`src/rtl/fws_pkg.sv`:
```
package fws_pkg;

  typedef enum logic [2:0] {
    OP_AND  = 3'd0,
    OP_OR   = 3'd1,
    OP_NAND = 3'd2,
    OP_NOR  = 3'd3,
    OP_XOR  = 3'd4,
    OP_NOT  = 3'd5,
    OP_BUF  = 3'd6,
    OP_BUF2 = 3'd7
  } gate_op_e;

  typedef enum logic [1:0] {
    SITE_NET   = 2'd0,
    SITE_PIN_A = 2'd1,
    SITE_PIN_B = 2'd2,
    SITE_NONE  = 2'd3
  } site_kind_e;

  typedef struct packed {
    logic loadNets;
    logic evalGate;
    logic capture;
  } fws_ctl_t;

endpackage

```
`src/rtl/fws_ctrl.sv`:
```
module fws_ctrl
  import fws_pkg::*;
#(
  parameter int MAX_GATES = 16,
  localparam int GIDX_W = $clog2(MAX_GATES)
) (
  input  logic              clk,
  input  logic              rstN,
  input  logic              start,
  input  logic [GIDX_W:0]   gateCount,
  output fws_ctl_t          ctl,
  output logic [GIDX_W-1:0] gateIdx,
  output logic              done
);

  typedef enum logic [1:0] {ST_IDLE, ST_LOAD, ST_EVAL, ST_CMP} state_e;

  localparam logic [GIDX_W:0]   ONE_WIDE = 1;
  localparam logic [GIDX_W-1:0] LAST_IDX = GIDX_W'(MAX_GATES - 1);

  state_e state;
  logic   lastGate;

  assign lastGate = (({1'b0, gateIdx} + ONE_WIDE) >= gateCount) || (gateIdx == LAST_IDX);

  always_ff @(posedge clk or negedge rstN) begin
    if (!rstN) begin
      state   <= ST_IDLE;
      gateIdx <= '0;
      done    <= 1'b0;
    end else begin
      case (state)
        ST_IDLE: if (start) begin
          state <= ST_LOAD;
          done  <= 1'b0;
        end
        ST_LOAD: begin
          gateIdx <= '0;
          state   <= (gateCount == '0) ? ST_CMP : ST_EVAL;
        end
        ST_EVAL: begin
          if (lastGate) state <= ST_CMP;
          else gateIdx <= gateIdx + GIDX_W'(1);
        end
        default: begin
          done  <= 1'b1;
          state <= ST_IDLE;
        end
      endcase
    end
  end

  always_comb begin
    ctl.loadNets = (state == ST_LOAD);
    ctl.evalGate = (state == ST_EVAL);
    ctl.capture  = (state == ST_CMP);
  end

endmodule

```
`src/rtl/fws_datapath.sv`:
```
module fws_datapath
  import fws_pkg::*;
#(
  parameter int WORD_W    = 16,
  parameter int NET_COUNT = 32,
  parameter int PI_COUNT  = 6,
  parameter int MAX_GATES = 16,
  localparam int IDX_W  = $clog2(NET_COUNT),
  localparam int GIDX_W = $clog2(MAX_GATES),
  localparam int SLOTS  = WORD_W - 1,
  localparam int SLOT_W = IDX_W + 4
) (
  input  logic                    clk,
  input  logic                    rstN,
  input  fws_ctl_t                ctl,
  input  logic [GIDX_W-1:0]       gateIdx,
  input  logic                    tblWe,
  input  logic [GIDX_W-1:0]       tblAddr,
  input  logic [2:0]              tblOp,
  input  logic [IDX_W-1:0]        tblSrcA,
  input  logic [IDX_W-1:0]        tblSrcB,
  input  logic [IDX_W-1:0]        tblDst,
  input  logic [PI_COUNT-1:0]     pattern,
  input  logic [NET_COUNT-1:0]    poMask,
  input  logic [SLOTS*SLOT_W-1:0] faultGroup,
  output logic [SLOTS-1:0]        detMask
);

  gate_op_e         opTbl  [MAX_GATES];
  logic [IDX_W-1:0] srcATbl[MAX_GATES];
  logic [IDX_W-1:0] srcBTbl[MAX_GATES];
  logic [IDX_W-1:0] dstTbl [MAX_GATES];

  logic [WORD_W-1:0] netWord[NET_COUNT];
  logic [WORD_W-1:0] loadVal[NET_COUNT];
  logic [WORD_W-1:0] sa0Net [NET_COUNT];
  logic [WORD_W-1:0] sa1Net [NET_COUNT];
  logic [WORD_W-1:0] pinA0, pinA1, pinB0, pinB1;
  logic [WORD_W-1:0] wordA, wordB, gateRes, poDiff;
  logic [IDX_W-1:0]  curDst;

  // Broadcast pattern bits across every machine; internal nets start at zero.
  for (genvar n = 0; n < NET_COUNT; n++) begin : g_load
    if (n < PI_COUNT) begin : g_pi
      assign loadVal[n] = {WORD_W{pattern[n]}};
    end else begin : g_inner
      assign loadVal[n] = '0;
    end
  end

  // Decode fault slots into per-net and per-pin forcing masks.
  always_comb begin
    for (int n = 0; n < NET_COUNT; n++) begin
      sa0Net[n] = '0;
      sa1Net[n] = '0;
    end
    pinA0 = '0; pinA1 = '0; pinB0 = '0; pinB1 = '0;
    for (int s = 1; s <= SLOTS; s++) begin
      logic [SLOT_W-1:0] fld;
      logic [IDX_W-1:0]  site;
      site_kind_e        kind;
      logic              stuck;
      fld   = faultGroup[(s-1)*SLOT_W +: SLOT_W];
      site  = fld[IDX_W-1:0];
      kind  = site_kind_e'(fld[IDX_W+1:IDX_W]);
      stuck = fld[IDX_W+2];
      if (fld[IDX_W+3]) begin
        case (kind)
          SITE_NET: begin
            if (stuck) sa1Net[site][s] = 1'b1;
            else       sa0Net[site][s] = 1'b1;
          end
          SITE_PIN_A: if (site == IDX_W'(gateIdx)) begin
            if (stuck) pinA1[s] = 1'b1;
            else       pinA0[s] = 1'b1;
          end
          SITE_PIN_B: if (site == IDX_W'(gateIdx)) begin
            if (stuck) pinB1[s] = 1'b1;
            else       pinB0[s] = 1'b1;
          end
          default: ;
        endcase
      end
    end
  end

  // Word-wide gate evaluation with branch forcing on the inputs.
  always_comb begin
    wordA  = (netWord[srcATbl[gateIdx]] & ~pinA0) | pinA1;
    wordB  = (netWord[srcBTbl[gateIdx]] & ~pinB0) | pinB1;
    curDst = dstTbl[gateIdx];
    case (opTbl[gateIdx])
      OP_AND:  gateRes = wordA & wordB;
      OP_OR:   gateRes = wordA | wordB;
      OP_NAND: gateRes = ~(wordA & wordB);
      OP_NOR:  gateRes = ~(wordA | wordB);
      OP_XOR:  gateRes = wordA ^ wordB;
      OP_NOT:  gateRes = ~wordA;
      default: gateRes = wordA;
    endcase
  end

  // Any marked output whose faulty bit departs from its good bit.
  always_comb begin
    poDiff = '0;
    for (int n = 0; n < NET_COUNT; n++) begin
      if (poMask[n]) poDiff = poDiff | (netWord[n] ^ {WORD_W{netWord[n][0]}});
    end
  end

  always_ff @(posedge clk or negedge rstN) begin
    if (!rstN) begin
      for (int g = 0; g < MAX_GATES; g++) begin
        opTbl[g]   <= OP_AND;
        srcATbl[g] <= '0;
        srcBTbl[g] <= '0;
        dstTbl[g]  <= '0;
      end
    end else if (tblWe) begin
      opTbl[tblAddr]   <= gate_op_e'(tblOp);
      srcATbl[tblAddr] <= tblSrcA;
      srcBTbl[tblAddr] <= tblSrcB;
      dstTbl[tblAddr]  <= tblDst;
    end
  end

  always_ff @(posedge clk or negedge rstN) begin
    if (!rstN) begin
      for (int n = 0; n < NET_COUNT; n++) netWord[n] <= '0;
      detMask <= '0;
    end else begin
      if (ctl.loadNets) begin
        for (int n = 0; n < NET_COUNT; n++)
          netWord[n] <= (loadVal[n] & ~sa0Net[n]) | sa1Net[n];
      end else if (ctl.evalGate) begin
        netWord[curDst] <= (gateRes & ~sa0Net[curDst]) | sa1Net[curDst];
      end
      if (ctl.capture) detMask <= poDiff[WORD_W-1:1];
    end
  end

endmodule

```
`src/rtl/fault_word_sim.sv`:
```
module fault_word_sim
  import fws_pkg::*;
#(
  parameter int WORD_W    = 16,
  parameter int NET_COUNT = 32,
  parameter int PI_COUNT  = 6,
  parameter int MAX_GATES = 16,
  localparam int IDX_W  = $clog2(NET_COUNT),
  localparam int GIDX_W = $clog2(MAX_GATES),
  localparam int SLOTS  = WORD_W - 1,
  localparam int SLOT_W = IDX_W + 4
) (
  input  logic                    clk,
  input  logic                    rstN,
  input  logic                    tblWe,
  input  logic [GIDX_W-1:0]       tblAddr,
  input  logic [2:0]              tblOp,
  input  logic [IDX_W-1:0]        tblSrcA,
  input  logic [IDX_W-1:0]        tblSrcB,
  input  logic [IDX_W-1:0]        tblDst,
  input  logic [GIDX_W:0]         gateCount,
  input  logic [NET_COUNT-1:0]    poMask,
  input  logic [PI_COUNT-1:0]     pattern,
  input  logic [SLOTS*SLOT_W-1:0] faultGroup,
  input  logic                    start,
  output logic [SLOTS-1:0]        detMask,
  output logic                    done
);

  fws_ctl_t          ctl;
  logic [GIDX_W-1:0] gateIdx;

  fws_ctrl #(.MAX_GATES(MAX_GATES)) u_ctrl (
    .clk(clk), .rstN(rstN), .start(start), .gateCount(gateCount),
    .ctl(ctl), .gateIdx(gateIdx), .done(done)
  );

  fws_datapath #(
    .WORD_W(WORD_W), .NET_COUNT(NET_COUNT), .PI_COUNT(PI_COUNT), .MAX_GATES(MAX_GATES)
  ) u_dp (
    .clk(clk), .rstN(rstN), .ctl(ctl), .gateIdx(gateIdx),
    .tblWe(tblWe), .tblAddr(tblAddr), .tblOp(tblOp),
    .tblSrcA(tblSrcA), .tblSrcB(tblSrcB), .tblDst(tblDst),
    .pattern(pattern), .poMask(poMask), .faultGroup(faultGroup),
    .detMask(detMask)
  );

endmodule

```
`config.mk`:
```
export PLATFORM = sky130hd
export DESIGN_NAME = fault_word_sim
export DESIGN_NICKNAME = d
export VERILOG_FILES = /design/src/rtl/fws_pkg.sv /design/src/rtl/fws_ctrl.sv /design/src/rtl/fws_datapath.sv /design/src/rtl/fault_word_sim.sv
export SDC_FILE = /design/constraint.sdc
export NUM_CORES = 2
export LEC_CHECK = 0
export BUFFER_PORTS_ARGS = -buffer_cell sky130_fd_sc_hd__buf_4
export CAP_MARGIN = 20
export CORE_MARGIN = 2
export CORE_UTILIZATION = 40
export CTS_CLUSTER_DIAMETER = 150
export DETAILED_ROUTE_END_ITERATION = 10
export HOLD_SLACK_MARGIN = 0.05
export PLACE_DENSITY = 0.59
export SLEW_MARGIN = 20
export SYNTH_ARGS = -nofsm -noshare
export SYNTH_HDL_FRONTEND = slang
export SYNTH_SLANG_ARGS = --single-unit
```
`constraint.sdc`:
```
create_clock -name clk -period 6.8 [get_ports clk]
set_input_delay 0.68 -clock clk [delete_from_list [all_inputs] [get_ports clk]]
set_output_delay 0.68 -clock clk [all_outputs]
set_load 0.01 [all_outputs]
```
======== Yosys cells after proc, flatten, opt, wreduce, memory -nomap -nowiden ========
Cells that the tools add are included.
cells by class
  add/sub/neg operators ................... 2
  $lt $le $gt $ge ......................... 38
  equality and inequality tests ........... 57
  mux-type cells .......................... 378
  bitwise logic cells ..................... 145
  reduce and logical (&&, ||, !) cells .... 41
operators by type and width
  kind                                                         number
  two-way mux 512 bit                                          92
  OR 512 bit                                                   28
  demux 16 bit (select 5 bit)                                  16
  two-way mux 16 bit                                           42
  OR 16 bit                                                    41
  bitwise XOR 16 bit                                           33
  bitwise mux 512 bit                                          1
  binary-select mux 16 bit (select 5 bit)                      4
  bitwise mux 80 bit                                           3
  inverter 16 bit                                              12
  two-way mux 1 bit                                            182
  bitwise AND 16 bit                                           10
  greater-or-equal comparator 6 bit (second input constant)    18
  inverter 5 -> 6 bit                                          18
  less-than comparator 6 x 1 -> 1 bit (second input constant)  16
  case mux 16 bit (6 select lines)                             1
  == test 5 x 4 -> 1 bit                                       15
  binary-select mux 5 bit (select 4 bit)                       3
  bitwise mux 48 bit                                           1
  two-way mux 5 bit                                            8
  == test 2 bit (second input constant)                        17
  == test 2 x 1 -> 1 bit (second input constant)               16
  zero test 2 bit                                              16
  demux 5 bit (select 4 bit)                                   1
  38 further kinds                                             67
word-level totals
  register bits ........................... 822
  output and inout bits ................... 16
  logic and storage cells ................. 761

======== Longest topological paths before layout ========
  depth after elaboration ................. 73
  gate-level depth with buffers ........... 29
  gate-level depth less buffers ........... 19

======== Cells and area by module ========
A second synthesis with hierarchy kept.
second synthesis, totals
  cell total of the unflattened synthesis .. 5851
  area, all modules ....................... 58199.6 um^2
by module, submodules not included
  module        instances  cells each  area an instance (um^2)  seq. area each (um^2)
  fws_datapath  1          5777        57510.2                  20394.6
  fws_ctrl      1          74          689.4                    175.2

======== Worst setup path after synthesis ========
No wires, ideal clock.
  kind .................................... register to register
  from .................................... register u_ctrl.gateIdx[1]
  to ...................................... register u_dp.netWord[329] (netlist bit)
  setup time .............................. 0.133 ns
  data arrival time ....................... 5.687 ns
  required time ........................... 6.667 ns
  slack ................................... 0.980 ns
  cell stages (with the launch flop) ...... 28
  cell sequence ........................... dfrtp_1 > buf_2 > buf_4 > buf_2 > buf_2 > buf_2 > buf_2 > buf_2 > mux4_2 > mux4_2 > clkbuf_1 > buf_2 > mux4_2 > mux2_2 > o211ai_1 > o211ai_1 > o21a_1 > inv_1 > ha_1 > nor2_1 > a21oi_1 > xor2_1 > a22oi_1 > a22o_1 > a221oi_1 > clkbuf_1 > clkbuf_1 > o21ai_0
between the ends
  word-level cells in the longest chain between the ends .. 18
  elaborated cells between the ends (all ways) .. 69
ends and longest elaborated chain
  element                                                     RTL line                                RTL
  start: declaration                                          fws_ctrl.sv:12                          output logic [GIDX_W-1:0] gateIdx,
  start signal: assignment                                    fws_ctrl.sv:43                          else gateIdx <= gateIdx + GIDX_W'(1);
  inverter 4 -> 5 bit (not written as such)                   n/a
  binary-select mux 5 bit (select 4 bit) (on tied branches)   fws_datapath.sv:89, fws_datapath.sv:90
  two-way mux 5 bit (on tied branches) (2 in a row)           fws_datapath.sv:89, fws_datapath.sv:90
  inverter 5 -> 6 bit (on tied branches)                      fws_datapath.sv:89, fws_datapath.sv:90
  binary-select mux 16 bit (select 5 bit) (on tied branches)  fws_datapath.sv:89, fws_datapath.sv:90
  two-way mux 16 bit (on tied branches) (2 in a row)          fws_datapath.sv:89, fws_datapath.sv:90
  bitwise AND 16 bit (on tied branches)                       fws_datapath.sv:89, fws_datapath.sv:90
  OR 16 bit (on tied branches)                                fws_datapath.sv:89, fws_datapath.sv:90
  OR 16 bit / bitwise AND 16 bit (equally long branches)      n/a
  inverter 16 bit (on tied branches)                          fws_datapath.sv:96, fws_datapath.sv:95
  case mux 16 bit (6 select lines)                            fws_datapath.sv:92                      case (opTbl[gateIdx])
  bitwise AND 16 bit                                          fws_datapath.sv:136                     netWord[curDst] <= (gateRes & ~sa0Net[curDst]) | sa1Net[curDst];
  OR 16 bit                                                   fws_datapath.sv:136
  bitwise mux 512 bit *                                       fws_datapath.sv:136
  two-way mux 512 bit *                                       fws_datapath.sv:135                     end else if (ctl.evalGate) begin
  two-way mux 512 bit *                                       fws_datapath.sv:132                     if (ctl.loadNets) begin
  end signal: indexed assignment                              fws_datapath.sv:134                     netWord[n] <= (loadVal[n] & ~sa0Net[n]) | sa1Net[n];
  end signal: indexed assignment                              fws_datapath.sv:136
  end: declaration                                            fws_datapath.sv:34                      logic [WORD_W-1:0] netWord[NET_COUNT];
Every way passes the cells marked *; elsewhere a longest branch is shown, timed or not. The select of a mux whose other input is x is not followed.
A chain may end at the register's enable or synchronous reset.

======== Final worst setup path ========
  from .................................... register u_ctrl.gateIdx[0]
  to ...................................... register u_dp.netWord[123] (netlist bit)
The elaborated chain is that of the path after synthesis.

==> flow_metrics.env <==
export IMPL_cts_setup_buffers=0
export IMPL_clk_root_buffer_cell="clkbuf_16"
export IMPL_cts_sinks=822
export IMPL_final_hold_violation_count=0
export IMPL_dp_slack_ns=0.456
export IMPL_vias=65300
export IMPL_hold_path_endpoint="u_ctrl.done"
export IMPL_track_usage_pct=49.0
export IMPL_rows=142
export IMPL_grt_max_degree=157
export IMPL_ys_top_cells_by_area="dfrtp_1, mux4_2, xor2_1"
export IMPL_fin_skew_ns=0.0359
export IMPL_finalSetupTns_ns=-0.00274
export IMPL_synth_seq_cells=822
export IMPL_power_density_nw_per_um2=681
export IMPL_syn2layout_area_growth_pct=15.0
export IMPL_yosysTopAreaCell="dfrtp_1"
export IMPL_final_area_um2=69700
export IMPL_die_area_um2=155000
export IMPL_cp_max_fo=31
export IMPL_antenna_found_initial=47
export IMPL_clk_pin_slew_ns=0.06
export IMPL_grt_pass1_vias=59000
export IMPL_yosysUniqueCellTypes=84
export IMPL_initial_utilization_pct=40.4
export IMPL_period_needed_ns=6.80
export IMPL_vdd_drop_max_mv=0.502
export IMPL_die_x_um=393
export IMPL_port_buffer_count=219
export IMPL_io_pins=220
export IMPL_hp_start="start"
export IMPL_final_max_slew_viol_count=0
export IMPL_grt_overflow=0
export IMPL_avgSynthCellArea_um2=9.12
export IMPL_tightest_slew_ns=1.39
export IMPL_end_kind="flop"
export IMPL_final_util_pct=46.4
export IMPL_cts_resized=0
export IMPL_fillers=14600
export IMPL_wire_per_inst_um=44.3
export IMPL_place_area_um2=66000
export IMPL_synth_edff_count=0
export IMPL_cts_hold_fix_buffers=1
export IMPL_start_kind="flop"
export IMPL_leakage_uw=0.0296
export IMPL_coreArea_um2=150000
export IMPL_layout_setup_ws_ns=-0.00274
export IMPL_worst_setup_path_type="reg2reg"
export IMPL_relSlewSlack_pct=6.73
export IMPL_ant_nets=0
export IMPL_yosysSeqAreaShare_pct=33.9
export IMPL_r2r_start="u_ctrl.gateIdx[0]"
export IMPL_cts_buffers=100
export IMPL_wl_mm=392
export IMPL_arrival_ns=7.37
export IMPL_syn_inst=6645
export IMPL_hpwl_mm=278
export IMPL_cts_tree="built"
export IMPL_violations="setup timing"
export IMPL_r2r_cells=19
export IMPL_die_h_um=393
export IMPL_clock_latency_ns=0.76
export IMPL_rr_endpoint="u_dp.netWord[123]"
export IMPL_synth_warnings=0
export IMPL_setup_violations_final=1
export IMPL_drv_cap=0
export IMPL_cp_required_ns=7.36
export IMPL_drive_above_1_share_pct=21.3
export IMPL_hold_path_cell_count=4
export IMPL_hold_class="in2reg"
export IMPL_fmax_ghz=0.147
export IMPL_rsz0062_at_grt="false"
export IMPL_async_flop_share_pct=100
export IMPL_viasPerCell=7.36
export IMPL_status="finished, violations left"
export IMPL_regToRegSetupSlack_ns=-0.003
export IMPL_synth_top_area_share_pct=33.9
export IMPL_dr_pass1_iters=8
export IMPL_final_nets=6971
export IMPL_drc=0
export IMPL_clockBufferDepth=3
export IMPL_synth_ff_type="dfrtp_1"
export IMPL_min_period_over_period_pct=100
export IMPL_grt_first_pass_wirelength_mm=524
export IMPL_place_gp_congestion=1.11
export IMPL_synth_fp_nets=6892
export IMPL_drt_iter0_drc=11900
export IMPL_yosysMostFrequentCell="dfrtp_1"
export IMPL_htreeDepth=3
export IMPL_netlist_area_um2=60600
export IMPL_synth_common_cells="dfrtp_1, a21oi_1, nand2_1"
-- cell usage in the layout (no fill, tap or decap), drive strengths merged, types with 46 or more instances in the layout --
master | Yosys | routed
buf | 161 | 578
nor3 | 262 | 262
clkbuf | 441 | 130
a211oi | 69 | 69
xor2 | 502 | 502
dfrtp | 822 | 822
o21ai | 526 | 526
mux4 | 219 | 219
a22oi | 233 | 233
and3 | 148 | 148
nor4 | 50 | 50
inv | 100 | 106
nor2 | 442 | 442
xnor2 | 94 | 94
nand2 | 505 | 505
nand4 | 85 | 85
o211ai | 66 | 66
nand2b | 56 | 56
a221oi | 87 | 87
a31oi | 67 | 67
mux2 | 352 | 352
nand3 | 157 | 157
nand3b | 46 | 46
mux2i | 164 | 164
a21oi | 515 | 515
-- layout make-up --
type	count	area [um2]	share of cell area [%]
diodes	43	108	0.154
clock buffers	130	2780	3.98
inverters	102	383	0.549
repair buffers	579	4910	7.05
multi-input cells	5119	37600	53.9
clock inverters	53	815	1.17
flip-flops and latches	822	20600	29.6
well taps	2016	2520	3.62
-- flip-flops by register name (all words and copies together), names as in the netlist --
register,cells
u_dp.dstTbl,80
u_dp.detMask,15
u_dp.netWord,512
u_dp.opTbl,48
u_ctrl.done,1
u_ctrl.state,2
u_dp.srcBTbl,80
u_dp.srcATbl,80
u_ctrl.gateIdx,4
-- logic make-up after synthesis --
logic type / share of synthesized area [%]
buf+inv: 4.92
fa+ha+maj: 0.887
compound gates: 18.8
mux: 17.4
flops: 33.9
simple gates: 15.5
xor+xnor: 8.61
-- metrics by stage --
stage,hold WS [ns],power (uW),std cells
CTS,0.220,45000,8820
floorplan,0.384,24600,6645
global route,0.294,47700,8837
global placement,0.479,38600,8635
detailed placement,0.485,38900,8636
finish,0.252,47500,8864
-- worst max-delay path by stage --
stage | start | to | slack, ns | cells past startpoint
finish | u_ctrl.gateIdx[0] | u_dp.netWord[123] | -0.003 | 19
global route | u_ctrl.gateIdx[0] | u_dp.netWord[507] | 0.08 | 20
CTS | u_ctrl.gateIdx[0] | u_dp.netWord[507] | 0.40 | 20
detailed placement | u_ctrl.gateIdx[0] | u_dp.netWord[507] | 0.46 | 20
global placement | u_ctrl.gateIdx[0] | u_dp.netWord[507] | 0.53 | 20
floorplan | u_ctrl.gateIdx[1] | u_dp.netWord[329] | 0.98 | 27
-- critical path, stage by stage (launching register included) --
cell	delay [ns]
dfrtp_4	0.75
buf_12	0.27
mux4_2	0.54
mux2i_1	0.19
mux2_2	0.46
buf_4	0.50
nand2_1	0.74
buf_4	0.40
a311oi_1	0.25
o31a_1	0.60
or2_2	0.24
inv_1	0.05
ha_1	0.18
a21oi_1	0.18
mux2i_1	0.21
o21a_1	0.15
o31ai_1	0.08
a32oi_2	0.34
buf_12	0.24
o21ai_0	0.16
-- power breakdown --
group	switching (uW)	leakage [uW]	internal, uW
Sequential	2930	0.0105	6550
Combinational	21700	0.0174	10300
Clock	2520	0.00175	3540
-- routing by layer --
layer | share of wire [%] | global-route usage (%) | wire length (um) | vias to the layer above
met5 | 0.12 | 1.48 | 468 | -
met4 | 8.1 | 32.2 | 31900 | 26
met3 | 17 | 25.1 | 65500 | 1576
met2 | 38 | 63.7 | 149000 | 6267
met1 | 37 | 62.4 | 146000 | 32600
li1 | - | - | - | 24800
No activity file was read; power rests on OpenSTA's default activity.
